`src/rtl/xlat_pkg.sv`:
```
package xlat_pkg;

    localparam int VA_W      = 64;
    localparam int VA_IMPL_W = 43;
    localparam int PA_W      = 40;
    localparam int PG_W      = 13;
    localparam int ASN_W     = 8;
    localparam int PFN_W     = 28;
    localparam int VPN_W     = VA_IMPL_W - PG_W;

    localparam int ST_WR  = 0;
    localparam int ST_ACV = 1;
    localparam int ST_BAD = 2;

    localparam int CI_RD_ACC  = 0;
    localparam int CI_WR_ACC  = 1;
    localparam int CI_RD_HIT  = 2;
    localparam int CI_WR_HIT  = 3;
    localparam int CI_RD_VIOL = 4;
    localparam int CI_WR_VIOL = 5;
    localparam int NUM_CNT    = 6;

    localparam logic [VA_W-1:0] PA_MASK = {{(VA_W-PA_W){1'b0}}, {PA_W{1'b1}}};

    typedef enum logic [2:0] {
        FLT_NONE   = 3'd0,
        FLT_IACV   = 3'd1,
        FLT_DFAULT = 3'd2,
        FLT_DACV   = 3'd3,
        FLT_MCHK   = 3'd4
    } fault_e;

    typedef enum logic [1:0] {
        PATH_PHYS  = 2'd0,
        PATH_SUPER = 2'd1,
        PATH_TABLE = 2'd2
    } path_e;

    typedef struct packed {
        logic             valid;
        logic [ASN_W-1:0] asn;
        logic [VPN_W-1:0] vpn;
        logic [PFN_W-1:0] pfn;
    } pte_t;

    typedef struct packed {
        logic            valid;
        logic [VA_W-1:0] paddr;
        fault_e          fault;
        logic [2:0]      status;
    } resp_t;

    // Address is well formed when every bit from the top of the
    // implemented range upward is a copy of the same value.
    function automatic logic va_well_formed(input logic [VA_W-1:0] va);
        return (&va[VA_W-1:VA_IMPL_W-1]) || ~(|va[VA_W-1:VA_IMPL_W-1]);
    endfunction

    function automatic logic va_in_kernel_window(input logic [VA_W-1:0] va);
        return va[VA_IMPL_W-1:VA_IMPL_W-2] == 2'b10;
    endfunction

endpackage

```
`src/rtl/xlat_classify.sv`:
```
module xlat_classify
    import xlat_pkg::*;
(
    input  logic [VA_W-1:0]  vaddr,
    input  logic             phys,
    input  logic             win_en,
    output path_e            path,
    output logic             well_formed,
    output logic [VPN_W-1:0] vpn,
    output logic [PG_W-1:0]  offset
);
    always_comb begin
        if (phys)
            path = PATH_PHYS;
        else if (win_en && va_in_kernel_window(vaddr))
            path = PATH_SUPER;
        else
            path = PATH_TABLE;
    end

    assign well_formed = va_well_formed(vaddr);
    assign vpn         = vaddr[VA_IMPL_W-1:PG_W];
    assign offset      = vaddr[PG_W-1:0];
endmodule

```
`src/rtl/xlat_table.sv`:
```
module xlat_table
    import xlat_pkg::*;
#(
    parameter int ENTRIES = 16
) (
    input  logic             clk,
    input  logic             rst,
    input  logic [VPN_W-1:0] lk_vpn,
    input  logic [ASN_W-1:0] lk_asn,
    output logic             lk_hit,
    output logic [PFN_W-1:0] lk_pfn,
    input  logic             fill_en,
    input  logic [VPN_W-1:0] fill_vpn,
    input  logic [ASN_W-1:0] fill_asn,
    input  logic [PFN_W-1:0] fill_pfn
);
    localparam int IDX_W = (ENTRIES > 1) ? $clog2(ENTRIES) : 1;
    localparam logic [IDX_W-1:0] LAST = IDX_W'(ENTRIES - 1);

    pte_t             ents [ENTRIES];
    logic [IDX_W-1:0] rr_q;
    logic [ENTRIES-1:0] match;

    for (genvar g = 0; g < ENTRIES; g++) begin : g_cmp
        assign match[g] = ents[g].valid && (ents[g].vpn == lk_vpn) &&
                          (ents[g].asn == lk_asn);
    end

    always_comb begin
        lk_hit = |match;
        lk_pfn = '0;
        for (int i = ENTRIES - 1; i >= 0; i--) begin
            if (match[i]) lk_pfn = ents[i].pfn;
        end
    end

    always_ff @(posedge clk) begin
        if (rst) begin
            for (int i = 0; i < ENTRIES; i++) ents[i] <= '0;
            rr_q <= '0;
        end else if (fill_en) begin
            ents[rr_q] <= '{valid: 1'b1, asn: fill_asn, vpn: fill_vpn, pfn: fill_pfn};
            rr_q       <= (rr_q == LAST) ? '0 : rr_q + 1'b1;
        end
    end
endmodule

```
`src/rtl/xlat_counters.sv`:
```
module xlat_counters
    import xlat_pkg::*;
#(
    parameter int CNT_W = 16
) (
    input  logic                            clk,
    input  logic                            rst,
    input  logic [NUM_CNT-1:0]              inc,
    output logic [NUM_CNT-1:0][CNT_W-1:0]   cnt
);
    for (genvar g = 0; g < NUM_CNT; g++) begin : g_cnt
        always_ff @(posedge clk) begin
            if (rst)
                cnt[g] <= '0;
            else if (inc[g])
                cnt[g] <= cnt[g] + 1'b1;
        end
    end
endmodule

```
`src/rtl/xlat_frontend.sv`:
```
module xlat_frontend
    import xlat_pkg::*;
#(
    parameter int ENTRIES = 16,
    parameter int CNT_W   = 16
) (
    input  logic             clk,
    input  logic             rst,
    input  logic             req_valid_i,
    input  logic [63:0]      req_vaddr_i,
    input  logic             req_phys_i,
    input  logic             req_write_i,
    input  logic             req_fetch_i,
    input  logic             req_kernel_i,
    input  logic [7:0]       ctx_asn_i,
    input  logic [1:0]       ctl_spage_i,
    input  logic             fill_en_i,
    input  logic [29:0]      fill_vpn_i,
    input  logic [7:0]       fill_asn_i,
    input  logic [27:0]      fill_pfn_i,
    output logic             resp_valid_o,
    output logic [63:0]      resp_paddr_o,
    output logic [2:0]       resp_fault_o,
    output logic [2:0]       resp_status_o,
    output logic [CNT_W-1:0] cnt_rd_acc_o,
    output logic [CNT_W-1:0] cnt_wr_acc_o,
    output logic [CNT_W-1:0] cnt_rd_hit_o,
    output logic [CNT_W-1:0] cnt_wr_hit_o,
    output logic [CNT_W-1:0] cnt_rd_viol_o,
    output logic [CNT_W-1:0] cnt_wr_viol_o
);
    path_e            path;
    logic             well_formed;
    logic [VPN_W-1:0] vpn;
    logic [PG_W-1:0]  offset;
    logic             tbl_hit;
    logic [PFN_W-1:0] tbl_pfn;
    logic [NUM_CNT-1:0]            inc;
    logic [NUM_CNT-1:0][CNT_W-1:0] cnt;
    resp_t            nxt, resp_q;
    logic             store;

    xlat_classify u_cls (
        .vaddr       (req_vaddr_i),
        .phys        (req_phys_i),
        .win_en      (ctl_spage_i[1]),
        .path        (path),
        .well_formed (well_formed),
        .vpn         (vpn),
        .offset      (offset)
    );

    xlat_table #(.ENTRIES(ENTRIES)) u_tbl (
        .clk      (clk),
        .rst      (rst),
        .lk_vpn   (vpn),
        .lk_asn   (ctx_asn_i),
        .lk_hit   (tbl_hit),
        .lk_pfn   (tbl_pfn),
        .fill_en  (fill_en_i),
        .fill_vpn (fill_vpn_i),
        .fill_asn (fill_asn_i),
        .fill_pfn (fill_pfn_i)
    );

    xlat_counters #(.CNT_W(CNT_W)) u_cnt (
        .clk (clk),
        .rst (rst),
        .inc (inc),
        .cnt (cnt)
    );

    assign store = req_write_i && !req_fetch_i;

    always_comb begin
        nxt = '0;
        inc = '0;
        nxt.fault = FLT_NONE;
        if (req_valid_i) begin
            nxt.valid = 1'b1;
            unique case (path)
                PATH_PHYS: nxt.paddr = req_vaddr_i;
                PATH_SUPER: begin
                    if (!req_kernel_i)
                        nxt.fault = req_fetch_i ? FLT_IACV : FLT_DACV;
                    else
                        nxt.paddr = req_vaddr_i & PA_MASK;
                end
                default: begin
                    inc[store ? CI_WR_ACC : CI_RD_ACC] = 1'b1;
                    if (!well_formed) begin
                        inc[store ? CI_WR_VIOL : CI_RD_VIOL] = 1'b1;
                        nxt.fault = req_fetch_i ? FLT_IACV : FLT_DFAULT;
                        if (!req_fetch_i) begin
                            nxt.status[ST_BAD] = 1'b1;
                            nxt.status[ST_ACV] = 1'b1;
                            nxt.status[ST_WR]  = store;
                        end
                    end else if (!tbl_hit) begin
                        nxt.fault = req_fetch_i ? FLT_IACV : FLT_DFAULT;
                        if (!req_fetch_i) nxt.status[ST_WR] = store;
                    end else begin
                        inc[store ? CI_WR_HIT : CI_RD_HIT] = 1'b1;
                        nxt.paddr = VA_W'({tbl_pfn, offset});
                    end
                end
            endcase
            if (nxt.fault == FLT_NONE && (|nxt.paddr[VA_W-1:PA_W]))
                nxt.fault = FLT_MCHK;
        end
    end

    always_ff @(posedge clk) begin
        if (rst) begin
            resp_q       <= '0;
            resp_q.fault <= FLT_NONE;
        end else begin
            resp_q <= nxt;
        end
    end

    assign resp_valid_o  = resp_q.valid;
    assign resp_paddr_o  = resp_q.paddr;
    assign resp_fault_o  = resp_q.fault;
    assign resp_status_o = resp_q.status;
    assign cnt_rd_acc_o  = cnt[CI_RD_ACC];
    assign cnt_wr_acc_o  = cnt[CI_WR_ACC];
    assign cnt_rd_hit_o  = cnt[CI_RD_HIT];
    assign cnt_wr_hit_o  = cnt[CI_WR_HIT];
    assign cnt_rd_viol_o = cnt[CI_RD_VIOL];
    assign cnt_wr_viol_o = cnt[CI_WR_VIOL];
endmodule

```
`config.mk`:
```
export PLATFORM = sky130hd
export DESIGN_NAME = xlat_frontend
export DESIGN_NICKNAME = d
export VERILOG_FILES = /design/src/rtl/xlat_pkg.sv /design/src/rtl/xlat_classify.sv /design/src/rtl/xlat_table.sv /design/src/rtl/xlat_counters.sv /design/src/rtl/xlat_frontend.sv
export SDC_FILE = /design/constraint.sdc
export NUM_CORES = 2
export LEC_CHECK = 0
export ABC_AREA = 1
export BUFFER_PORTS_ARGS = -buffer_cell sky130_fd_sc_hd__buf_2
export CORE_MARGIN = 4
export CORE_UTILIZATION = 50
export DETAILED_ROUTE_END_ITERATION = 10
export GPL_ROUTABILITY_DRIVEN = 0
export MAX_ROUTING_LAYER = met4
export PLACE_DENSITY_LB_ADDON = 0.1
export SLEW_MARGIN = 20
export SYNTH_ARGS = -nofsm -noshare
export SYNTH_HDL_FRONTEND = slang
export SYNTH_SLANG_ARGS = --single-unit
export TNS_END_PERCENT = 5
```
`constraint.sdc`:
```
create_clock -name clk -period 4.5 [get_ports clk]
set_input_delay 0.225 -clock clk [delete_from_list [all_inputs] [get_ports clk]]
set_output_delay 0.225 -clock clk [all_outputs]
set_load 0.02 [all_outputs]
```
# Word-level counts from Yosys, hierarchy flattened
# Memories as Yosys holds them, arrays and structs flattened.
# Cells that the tools add are included.
# word_totals
out_inout_bits	167
mem_count	1
register_bits	171
mem_bits_rw	1072
# mem_list
memory	depth	width	rd	rd_ports_with_merged_regs	wr	line_no	source
u_tbl.ents	16	67	16	0	16	xlat_table.sv:20	pte_t ents [ENTRIES];
# op_classes
n_bitwise	4
n_eq_ne	35
n_reduce_logical	52
add_sub_neg	7
muxes	60
order_cmp	6
# op_table
op	n
$eq 30x30->1	16
$mux 28	16
$eq 8x8->1	16
$pmux 64 s2	1
$add 16x1->16 const B	6
$mux 41	2
$mux 71	1
$mux 67	1
$reduce_or 67->1	1
$mux 64	1
$mux 40	1
$logic_and 1x1->1	38
$mux 6	4
$reduce_or 24->1	1
$reduce_and 22->1	1
$reduce_or 22->1	1
$mux 2	8
$reduce_or 16->1	1
$mux 1	15
$mux 3	4
$or 6x6->6	2
$demux 1 s3	3
$mux 4	2
$pmux 3 s2	1
19 further kinds	21

# Longest topological paths before layout
# An unclocked memory read counts as a cell.
# depth
depth_word	28
mapped_depth	30

# By module
# Synthesis repeated with hierarchy kept, for this count alone.
# hier_totals
cells_unflattened	6524
hier_area_um2	59681.0
# modules_own_cells
mod	cells_each	area_per_inst_um2	n_inst
xlat_table	5438	51560.7	1
xlat_counters	690	4673.2	1
xlat_frontend	310	2947.8	1
xlat_classify	86	499.2	1

# Worst setup path before layout
# OpenSTA, ideal clock, no wires.
# synth_timing
path_kind	register -> register
startpoint	register u_tbl.rr_q[0]
endpoint	memory u_tbl.ents[2][0] in the netlist's numbering (enable)
arrival_time_ns	2.560
path_stages_with_launch	9
slack_ns	1.239
setup_time_ns	0.701
required_ns	3.799
period_less_slack_ns	3.261
cell_sequence	dfxtp_1 inv_1 ha_1 inv_1 nor2_1 nand2_1 clkbuf_1 buf_1 nand2_1
# synth_lines
item	line_no	source
from (decl)	xlat_table.sv:21	logic [IDX_W-1:0] rr_q;
from (signal assigned)	xlat_table.sv:43	rr_q <= (rr_q == LAST) ? '0 : rr_q + 1'b1;
to (decl)	xlat_table.sv:20	

# Worst setup path in the final report
# layout_timing
startpoint	input req_vaddr_i[37]
endpoint	register resp_q, in the netlist resp_fault_o[0]
# layout_via
elab_chain_len	26
word_cells_on_any_way	77
# layout_rtl
item	line_no	source
from (decl)	xlat_frontend.sv:10	input logic [63:0] req_vaddr_i,
$eq 30x30->1	xlat_table.sv:25	assign match[g] = ents[g].valid && (ents[g].vpn == lk_vpn) &&
$logic_and 1x1->1 (2 in a row)	xlat_table.sv:25	
$mux 28 (16 in a row)	xlat_table.sv:33	if (match[i]) lk_pfn = ents[i].pfn;
$mux 41	xlat_frontend.sv:99	end else if (!tbl_hit) begin
$mux 41	xlat_frontend.sv:91	if (!well_formed) begin
$pmux 64 s2	xlat_frontend.sv:81	unique case (path)
$mux 64	xlat_frontend.sv:79	if (req_valid_i) begin
$reduce_or 24->1	xlat_frontend.sv:108	if (nxt.fault == FLT_NONE && (|nxt.paddr[VA_W-1:PA_W]))
$logic_and 1x1->1	xlat_frontend.sv:108	
$reduce_or 3->1 (no line)	n/a	
to (signal assigned)	xlat_frontend.sv:118	resp_q <= nxt;
to (decl)	xlat_frontend.sv:40	resp_t nxt, resp_q;
# Parallel ways exist; a longest one is shown, timed or not. The select of a mux whose other input is x is not followed.
# A chain may end at the register's enable or synchronous reset.

==> flow_metrics.env <==
export IMPL_status="finished, final reports clean"
export IMPL_nets=7979
export IMPL_grt_use_met3_pct=7.55
export IMPL_rrSetupSlack_ps=430
export IMPL_yosysSeqAreaShare_pct=56.5
export IMPL_ant_nets=0
export IMPL_fp_coreArea_um2=124000
export IMPL_insertion_delay_ps=780
export IMPL_grtUsageTotal_pct=38.0
export IMPL_htree_levels=4
export IMPL_period_share_pct=92.1
export IMPL_seq_area_um2=35400
export IMPL_synthTopCellsByArea="edfxtp_1 (51%), nor2_1 (11%), nand2_1 (11%), dfxtp_1 (5.9%), inv_1 (4.1%)"
export IMPL_worst_slew_pin_slew_ps=1070
export IMPL_die_height_um=362
export IMPL_syn_inst=7530
export IMPL_ys_seq_elements=1242
export IMPL_synth_area_um2=62700
export IMPL_p_leak_nw=31.0
export IMPL_die_area_um2=131000
export IMPL_syn_avg_cell_area_um2=8.33
export IMPL_final_setup_viol_count=0
export IMPL_remaining_drc_errors=0
export IMPL_grtUsageMet1_pct=47.6
export IMPL_drtIter0Drc=8235
export IMPL_p_seq_share_pct=48.6
export IMPL_cts_root_buf="clkbuf_16"
export IMPL_layout_min_cycle_time_ps=4140
export IMPL_fin_tns_setup_ps=0
export IMPL_slew_headroom_pct=28.8
export IMPL_drive_above_1_share_pct=10.9
export IMPL_yosys_warnings=0
export IMPL_cap_violations=0
export IMPL_fillers=11100
export IMPL_syn2layout_area_growth_pct=14.2
export IMPL_critPathArrivalTime_ps=4850
export IMPL_synth_top_area_cell="edfxtp_1"
export IMPL_vias=55800
export IMPL_cp_end_kind="register"
export IMPL_clock_sinks=1242
export IMPL_die_width_um=362
export IMPL_grt_pass1_wl_um=350000
export IMPL_startpoint_type="input port"
export IMPL_hpwlAfterDp_um=153000
export IMPL_cts_tree="yes"
export IMPL_grt_pass1_vias=51700
export IMPL_clk_path_buf_depth=3
export IMPL_ir_drop_mv=0.404
export IMPL_intPower_w=0.0199
export IMPL_report_final_slew_viol_count=0
export IMPL_start_util_pct=50.5
export IMPL_fin_skew_ps=26.0
export IMPL_synth_top_area_share_pct=50.6
export IMPL_rows=129
export IMPL_rsz0062_at_grt="no"
export IMPL_critPathMaxFanout=28
export IMPL_worstPathRequired_ps=5210
export IMPL_power_frac_clock_pct=41.9
export IMPL_fin_area_um2=71600
export IMPL_fin_util_pct=57.7
export IMPL_multi_input_area_um2=23000
export IMPL_synth_edf_count=1056
export IMPL_grt_ovfl_total=0
export IMPL_viasPerCell=5.82
export IMPL_synthTopCellsByCount="nor2_1 (1,806), nand2_1 (1,798), edfxtp_1 (1,056)"
export IMPL_port_buffers=313
export IMPL_hold_viol_final=0
export IMPL_dpl_instance_area_um2=66600
export IMPL_first_pass_iters=9
export IMPL_yosysUniqueCellTypes=53
export IMPL_p_per_area_nw_per_um2=376
export IMPL_max_freq_mhz=241
export IMPL_switching_share_pct=25.9
export IMPL_cts_buffers=140
export IMPL_busiest_layer="met2"
export IMPL_p_comb_share_pct=9.5
export IMPL_synth_most_common_cell="nor2_1"
export IMPL_finalWirelength_um=247000
export IMPL_ys_flop_type="edfxtp_1"
export IMPL_power_switching_w=0.00696
export IMPL_wl_per_cell_um=25.8
export IMPL_gr_usage_met2_pct=56.8
export IMPL_criticalPathCategory="input port to register"
export IMPL_grt_max_degree=69
export IMPL_antenna_found_initial=10
export IMPL_clk_pin_slew_ps=60
export IMPL_io_pins=315
export IMPL_async_flop_share_pct=0
export IMPL_hp_class="input port to register"
export IMPL_hold_slack_ps=33.2
export IMPL_syn_nets=7688
routing by layer:
| metal | share of wire [%] | routed length [µm] |
|---|---|---|
| met1 | 36 | 89900 |
| met2 | 44 | 108000 |
| met3 | 12 | 30200 |
| met5 | 0 | 0 |
| met4 | 7.9 | 19500 |
cells by family after synthesis:
group                      share of synthesized area [%]
xor gates and xnor gates                            2.40
DFF                                                 56.5
adders and majority gates                          0.200
buffers and inverters                               7.25
AOI/OAI and AO/OA                                   6.19
and+or+nand+nor                                     27.5
state kept, by name, summed over array words and instances (netlist names):
name,flops
u_tbl.ents,1072
u_cnt.cnt,96
resp_paddr_o,64
u_tbl.rr_q,4
resp_fault_o,3
resp_status_o,2
resp_valid_o,1
repair_timing:
| action | in CTS | in global routing |
|---|---|---|
| hold buffers | 60 | 0 |
| setup buffers | 0 | 0 |
| endpoints found under the hold margin | 152 | 0 |
| gates resized for setup | 0 | 2 |
| setup endpoints to repair | 0 | 1 |
critical path, stage by stage:
cell and delay (ps):
dlygate4sd3_1 530, buf_2 280, inv_4 360, o21ai_0 130, nor2_1 120, nand2_1 60, nor2_1 100, nand3_1 120
nor2_2 510, inv_2 450, nand2_1 150, o21ai_0 90, nand2_1 90, nand2_1 60, nand2_1 60, nand2_1 50
o21ai_0 80, nand2_1 70, nand2_1 60, nand2_1 40, nand2_1 60, nand2_1 50, nand2_1 80, nand2_1 50
nand2_1 190, nand3_1 130, nor2_1 110, dlygate4sd3_1 540
cell type report:
| cell class | instances | share of cell area, % |
|---|---|---|
| diodes | 9 | 0.0314 |
| clock inverters | 57 | 0.742 |
| clock buffers | 200 | 5.48 |
| well taps | 1637 | 2.86 |
| repair buffers | 562 | 5.51 |
| flip-flops and latches | 1242 | 49.5 |
| multi-input cells | 5140 | 32.1 |
| inverters | 735 | 3.86 |
worst paths after layout:
path / start / to / depth (start not counted)
min: req_vaddr_i[40] / resp_paddr_o[40] / 4
min reg2reg: u_cnt.cnt[15] / u_cnt.cnt[15] / 1
max reg2reg: u_tbl.ents[13][54] / resp_fault_o[0] / 25
max: req_vaddr_i[37] / resp_fault_o[0] / 28
power by group through the flow:
stage          combinational, W  sequential (W)  clock [W]
2_1_floorplan           0.00127          0.0133          0
3_3_place_gp            0.00238          0.0133          0
3_5_place_dp            0.00240          0.0133          0
4_1_cts                 0.00245          0.0131     0.0113
5_1_grt                 0.00265          0.0131     0.0119
6_report                0.00256          0.0131     0.0113
metrics by stage:
stage          cells  setup WS (ps)  total power, W
3_3_place_gp    9256            493          0.0157
2_1_floorplan   7530           1240          0.0146
3_5_place_dp    9256            544          0.0157
4_1_cts         9573            321          0.0268
6_report        9582            355          0.0269
5_1_grt         9580            102          0.0276
placed cells by master, fill, tap and decap left out, types with 10 or more instances in the layout:
cell,instances
buf_12,29
o21ai_0,214
a21oi_1,409
ha_1,10
nand4_1,168
nor4b_1,11
o21ai_1,55
clkbuf_16,144
nand3_1,121
inv_2,48
nand2_4,17
o21a_1,10
dlygate4sd3_1,60
nand2_2,18
o2111ai_1,17
nor2_2,10
clkinv_2,15
buf_4,160
nor4_1,59
or2_2,46
nor2_1,1795
clkinv_1,34
nor3_1,124
nand3b_1,14
nor3b_1,13
buf_2,313
clkbuf_8,11
inv_1,672
dfxtp_1,186
xor2_1,78
clkbuf_1,45
nand2_1,1766
edfxtp_1,1056
and2_1,13
nor2_4,13
o22ai_1,15
xnor2_1,94
(Power assumes the default switching activity.)
